$ cat config.mk
export PLATFORM = sky130hd
export DESIGN_NAME = evt_timer
export DESIGN_NICKNAME = d
export VERILOG_FILES = /design/src/rtl/evt_timer.sv
export SDC_FILE = /design/constraint.sdc
export NUM_CORES = 1
export LEC_CHECK = 0
export BUFFER_PORTS_ARGS = -buffer_cell sky130_fd_sc_hd__buf_2
export CAP_MARGIN = 0
export CORE_MARGIN = 2
export CORE_UTILIZATION = 57
export CTS_BUF_LIST = sky130_fd_sc_hd__clkbuf_8
export DETAILED_ROUTE_END_ITERATION = 12
export GPL_TIMING_DRIVEN = 0
export MAX_ROUTING_LAYER = met4
export PLACE_DENSITY = 0.93
export SLEW_MARGIN = 5
export SYNTH_ARGS = -nofsm -noshare
export SYNTH_HDL_FRONTEND = slang
export SYNTH_SLANG_ARGS = --single-unit
$ cat constraint.sdc
create_clock -name clk -period 2.4 [get_ports clk]
set_input_delay 0.48 -clock clk [delete_from_list [all_inputs] [get_ports clk]]
set_output_delay 0.48 -clock clk [all_outputs]
set_load 0.05 [all_outputs]
$ cat src/rtl/evt_timer.sv
`timescale 1ns/1ps
module evt_timer #(
  parameter int CNT_W = 8,
  parameter int PRE_W = 7
) (
  input  logic             clk,
  input  logic             por_n,
  input  logic             rst_n,
  input  logic             tick_i,
  input  logic             ext_i,
  input  logic             stop_i,
  input  logic             addr_i,
  input  logic             wr_i,
  input  logic             rd_i,
  input  logic [CNT_W-1:0] wdata_i,
  output logic [CNT_W-1:0] rdata_o,
  output logic             irq_o
);
  localparam int SEL_W = 3;
  localparam logic [CNT_W-1:0] CNT_ONE = CNT_W'(1);

  logic [CNT_W-1:0] cnt_q;
  logic [PRE_W-1:0] pre_q;
  logic [PRE_W-1:0] tap_mask;
  logic [2:0]       pin_q;
  logic [1:0]       mode_q;
  logic [SEL_W-1:0] sel_q;
  logic             flag_q, mask_q;
  logic             src_evt, step, underflow;

  wire cnt_wr = wr_i & ~addr_i;
  wire ctl_wr = wr_i & addr_i;
  wire pre_clr = ctl_wr & wdata_i[3];
  wire pin_now = pin_q[1];
  wire pin_old = pin_q[2];

  always_ff @(posedge clk or negedge por_n)
    if (!por_n) pin_q <= '0;
    else        pin_q <= {pin_q[1:0], ext_i};

  always_comb
    case (mode_q)
      2'b00:   src_evt = tick_i;
      2'b01:   src_evt = tick_i & pin_now;
      2'b10:   src_evt = 1'b0;
      default: src_evt = pin_old & ~pin_now;
    endcase

  always_comb
    for (int i = 0; i < PRE_W; i++) tap_mask[i] = (i < int'(sel_q));

  assign step      = src_evt & (&(pre_q | ~tap_mask));
  assign underflow = step & ~cnt_wr & (cnt_q == CNT_ONE);

  always_ff @(posedge clk or negedge por_n)
    if (!por_n)       pre_q <= '1;
    else if (pre_clr) pre_q <= '0;
    else if (src_evt) pre_q <= pre_q + PRE_W'(1);

  always_ff @(posedge clk or negedge por_n)
    if (!por_n)      cnt_q <= '1;
    else if (cnt_wr) cnt_q <= wdata_i;
    else if (step)   cnt_q <= cnt_q - CNT_ONE;

  always_ff @(posedge clk or negedge por_n)
    if (!por_n) begin
      flag_q <= 1'b0;
      mask_q <= 1'b1;
      mode_q <= 2'b00;
      sel_q  <= '0;
    end else begin
      if (ctl_wr) begin
        mode_q <= wdata_i[5:4];
        sel_q  <= wdata_i[2:0];
      end
      if (!rst_n || stop_i) begin
        flag_q <= 1'b0;
        mask_q <= 1'b1;
      end else begin
        if (ctl_wr) begin
          flag_q <= wdata_i[7];
          mask_q <= wdata_i[6];
        end
        if (underflow) flag_q <= 1'b1;
      end
    end

  wire [7:0] ctl_view = {flag_q, mask_q, mode_q, 1'b0, sel_q};

  assign rdata_o = !rd_i ? '0 : (addr_i ? CNT_W'(ctl_view) : cnt_q);
  assign irq_o   = flag_q & ~mask_q;

  a_r1_wrap: assert property (@(posedge clk) disable iff (!por_n)
    step && !cnt_wr && cnt_q == '0 |=> cnt_q == '1);
  a_r2_hw_set: assert property (@(posedge clk) disable iff (!por_n)
    underflow && rst_n && !stop_i |=> flag_q);
  a_r2_sticky: assert property (@(posedge clk) disable iff (!por_n)
    flag_q && !ctl_wr && rst_n && !stop_i |=> flag_q);
  a_r4_pre_step: assert property (@(posedge clk) disable iff (!por_n)
    src_evt && !pre_clr |=> pre_q == $past(pre_q) + PRE_W'(1));
  a_r5_bit3_zero: assert property (@(posedge clk) disable iff (!por_n)
    rd_i && addr_i |-> rdata_o[3] == 1'b0);
  a_r8_hold: assert property (@(posedge clk) disable iff (!por_n)
    mode_q == 2'b10 && !cnt_wr |=> $stable(cnt_q));
  a_r11_warm: assert property (@(posedge clk) disable iff (!por_n)
    !rst_n |=> !irq_o);
  a_r12_stop: assert property (@(posedge clk) disable iff (!por_n)
    stop_i |=> !irq_o);
  a_r13_load: assert property (@(posedge clk) disable iff (!por_n)
    cnt_wr |=> cnt_q == $past(wdata_i));
endmodule

* After elaboration in Yosys (flattened, before gate mapping)
Index checks and enable logic that the tools add are counted.
** Storage, ports and cells
- Register bits :: 25
- Output and inout port bits :: 9
- Logic and storage cells :: 54
** Operators by class
- Add/subtract/negate cells :: 2
- Order comparisons :: 7
- Equal/unequal tests :: 3
- Mux-type cells :: 12
- Bitwise gates (word level) :: 15
- Reductions and logical operators :: 8
** Operators with widths (number)
- 8-bit two-way mux :: 4
- 7-bit two-way mux :: 2
- 1-bit bitwise AND :: 9
- 3-bit less-than comparator (first input constant) :: 3
- 8-bit by 1-bit == test with 1-bit output (second input constant) :: 1
- 8-bit by 1-bit subtractor with 8-bit output (second input constant) :: 1
- 7-bit by 1-bit adder with 7-bit output (second input constant) :: 1
- 7-bit inverter :: 1
- 7-bit bitwise OR :: 1
- 7-bit AND reduction :: 1
- 1-bit by 3-bit less-than comparator with 1-bit output (first input constant) :: 2
- 2-bit by 3-bit less-than comparator with 1-bit output (first input constant) :: 2
- 2-bit nonzero test :: 3
- 1-bit two-way mux :: 5
- 1-bit inverter :: 4
- 1-bit case mux with 3 select lines :: 1
- 3-bit nonzero test :: 1
- 2-bit by 1-bit == test with 1-bit output (second input constant) :: 1
- 2-bit == test (second input constant) :: 1
- 2-bit logical NOT :: 1
- 1-bit logical NOT :: 1
- 1-bit logical OR :: 1

* Depth between registers and ports, before layout
- Depth after elaboration :: 9
- Mapped depth :: 7
- Gate-level depth less buffers :: 7

* Worst setup path after synthesis
Ideal clock, no wire load.
- Path kind :: input-to-output
- Start point :: input port addr_i
- End point :: output port rdata_o[0]
- Arrival time :: 1.685 ns
- Slack :: 0.235 ns
- Stages on the path :: 3
- Path buffers :: 1
- Cells stage by stage :: buf_1 -> mux2i_1 -> nor2b_1
** On the way
- Cells in the longest elaborated chain, start to end :: 2
** Ends and longest elaborated chain
- start: declaration :: line 12 : input logic addr_i,
- 8-bit two-way mux (2 in a row) :: line 90 : assign rdata_o = !rd_i ? '0 : (addr_i ? CNT_W'(ctl_view) : cnt_q);
- end: declaration :: line 16 : output logic [CNT_W-1:0] rdata_o,
No other way between the ends.

* Worst setup path after layout
- Start point :: input port addr_i
- End point :: output port rdata_o[6]
Same word-level chain as after synthesis.

==> out/metrics.json <==
{
  "result_of_the_run": "complete, no violations",
  "globalRoute.totalOverflow": 0,
  "grt.total_usage": 0.2423,
  "met3RoutedLength_um": 171,
  "die_width_um": 54.40,
  "timing.setup.tns_ps": 0,
  "fillerInstances": 181,
  "grt_pass1_vias": 1194,
  "grt_antenna_before_repair": 0,
  "layout_commonest_cell": "sky130_fd_sc_hd__buf_2",
  "tritoncts": "yes",
  "number_of_synthesized_flops_with_an_enable_pin": 0,
  "reg2regPathDepth": 5,
  "final_core_utilization": 0.6811,
  "syn_avg_cell_area_um2": 10.12,
  "synthesis_warnings": 0,
  "routed-via-count": 1263,
  "clkSlewWorstSetupHoldPaths_ps": 100,
  "avgViaCountPerCell": 6.252,
  "area.growth.synth_to_final_pct": 14.43,
  "power_density_mw_per_mm2": 736.1,
  "finalWorstPathRequiredPeriod_ps": 2184,
  "worstMarginPinSlew_ps": 645.7,
  "max_clock_freq_ghz": 0.4579,
  "cts.root.buffer_cell": "sky130_fd_sc_hd__clkbuf_8",
  "die_ar_mm2": 0.002959,
  "final_hold_viol_count": 0,
  "insertedDiodeCount": 0,
  "timing.rr.start": "pre_q[0]",
  "endpoint_kind": "output pin",
  "largest_net_degree_at_the_start_of_global_routing": 26,
  "seq_power_share": 0.507,
  "final_cell_mix": "sky130_fd_sc_hd__buf_2, sky130_fd_sc_hd__dfstp_2, sky130_fd_sc_hd__nor2_1",
  "setup_repair_after_global_routing_missed_its_margin": "no",
  "wire_per_inst_um": 16.26,
  "longest_clk_path_bufs": 2,
  "fin_clk_skew_ps": 11.49,
  "power_frac_comb": 0.282,
  "dp_hpwl_mm": 2.402,
  "post-cts-setup-buffer-count": 0,
  "internal-power_mw": 0.7771,
  "numCtsBuffers": 3,
  "numClockSinks": 25,
  "placement_rows": 18,
  "dpl_cell_area_mm2": 0.001610,
  "floorplan.io_pins": 26,
  "detail_route.wirelength_mm": 3.285,
  "power.switching_mw": 0.4423,
  "die_h_um": 54.40,
  "p_sw_frac": 0.3627,
  "dr_wl_met2_mm": 1.681,
  "worst-endpoint-required_ps": 1920,
  "timing.final.setup_violations": 0,
  "total_leakage_power_nw": 0.7113,
  "r2r-end": "cnt_q[2]",
  "first_pass_grt_wire_length_mm": 5.071,
  "postSynthRegisterBits": 25,
  "layout.cell_area.non_filler_mm2": 0.001657,
  "synthArstFlopShare": 1.000,
  "remaining_drc_errors": 0,
  "r2r_slack_ps": 340,
  "route.layer.met1.wl_mm": 1.367,
  "fp.coreArea_mm2": 0.002432,
  "final_period_utilization": 0.9100,
  "total_standard_cell_area_after_synthesis_mm2": 0.001448,
  "cts.htree.levels": 1,
  "ys_seq_area_frac": 0.4460,
  "clkPwrFrac": 0.211,
  "routability_driven_placement_congestion_ratio": 0.9754,
  "clk_latency_ps": 280,
  "dr.first_iter.drc_count": 36,
  "top_signal_layer_used": "met4",
  "slew-limit-headroom": 0.5695,
  "first_pass_iters": 4,
  "timing.critical_path.arrival_ps": 1700,
  "layout-drive-gt1-share": 0.3198,
  "cap_viol_max_count": 0,
  "critPathMaxFanout": 10,
  "place_ws_ps": 245.1,
  "hold_path.class": "in2async",
  "netlist_instances": 143,
  "timing.final.ws_setup_ps": 216.1,
  "startpoint_type": "input pin",
  "totalPowerFinal_mw": 1.219,
  "num-nets-final": 193,
  "starting_density_of_the_core": 0.5952,
  "ctsHoldBuffers": 0,
  "postCtsResizedCells": 0,
  "crit_type": "in2out",
  "synth_cell_types": 39,
  "ant_nets": 0,
  "port_buffers": 25,
  "report.final.slew_viol_count": 0,
  "max-vdd-ir-drop_mv": 0.5309,
  "syn_nets": 163,
  "dominantRegCellSynth": "sky130_fd_sc_hd__dfstp_2"
}
-- kinds of logic after synthesis --
kind of cell | Yosys count | synth area share
AOI/OAI and AO/OA | 26 | 0.1227
xor gates and xnor gates | 6 | 0.03630
adders and majority gates | 3 | 0.02593
buffers and inverters | 9 | 0.02852
DFF | 25 | 0.4460
muxes | 15 | 0.1175
and+or+nand+nor | 59 | 0.2230
-- power by group through the flow --
stage | Clock [mW] | Combinational (mW) | Sequential (mW)
after global placement | 0 | 0.323 | 0.610
after global routing | 0.278 | 0.376 | 0.626
final | 0.258 | 0.343 | 0.619
after detailed placement | 0 | 0.341 | 0.620
after floorplan | 0 | 0.260 | 0.591
after CTS | 0.257 | 0.344 | 0.614
-- stage by stage --
step	instances	hold WS, ps
2_1_floorplan	143	184.4
3_3_place_gp	198	333.2
3_5_place_dp	198	337.9
4_1_cts	202	192.9
5_1_grt	202	223.3
6_report	202	171.4
-- worst max path at each step --
stage	startpoint	endpoint	slack, ps	cells past startpoint
floorplan	addr_i	rdata_o[0]	230	3
global placement	addr_i	rdata_o[2]	310	5
detailed placement	addr_i	rdata_o[6]	250	5
CTS	addr_i	rdata_o[6]	230	5
global route	addr_i	rdata_o[7]	110	5
finish	addr_i	rdata_o[6]	220	5
-- Yosys cell counts (all sizes together) (3+ instances only) --
cell	number	area share
a31oi	9	0.039
and3	3	0.013
dfrtp	9	0.16
dfstp	16	0.29
ha	3	0.026
inv	4	0.010
mux2	6	0.047
mux2i	9	0.071
nand2	7	0.018
nand2b	4	0.017
nand3	3	0.010
nand4	3	0.013
nor2	14	0.036
nor2b	9	0.039
o21ai	5	0.017
o31ai	5	0.026
or3	3	0.013
or4	5	0.026
xor2	5	0.030
-- metal layers --
| metal | vias to the layer above | track usage |
|---|---|---|
| li1 | 586 | - |
| met1 | 612 | 0.2587 |
| met2 | 57 | 0.4518 |
| met3 | 8 | 0.03552 |
| met4 | 0 | 0.08333 |
| met5 | - | - |
-- sequential cells by signal (all words and copies together) (netlist names) --
| name | count |
|---|---|
| flag_q | 1 |
| pin_q | 3 |
| sel_q | 3 |
| cnt_q | 8 |
| mask_q | 1 |
| pre_q | 7 |
| mode_q | 2 |
-- critical path, cell delays in order --
cell	delay, ps
sky130_fd_sc_hd__buf_2	100
sky130_fd_sc_hd__buf_1	500
sky130_fd_sc_hd__mux2i_1	180
sky130_fd_sc_hd__nor2b_1	150
sky130_fd_sc_hd__buf_2	280
-- cell type report --
| cell class | count | area [um^2] | area share |
|---|---|---|---|
| repair buffers | 25 | 125.1 | 0.07553 |
| well taps | 30 | 37.54 | 0.02266 |
| plain buffers | 4 | 22.52 | 0.01360 |
| flip-flops and latches | 25 | 645.6 | 0.3897 |
| clock inverters | 1 | 5.005 | 0.003021 |
| multi-input cells | 109 | 760.7 | 0.4592 |
| clock buffers | 3 | 41.29 | 0.02492 |
| inverters | 5 | 18.77 | 0.01133 |
No activity file was read; power rests on OpenSTA's default activity.
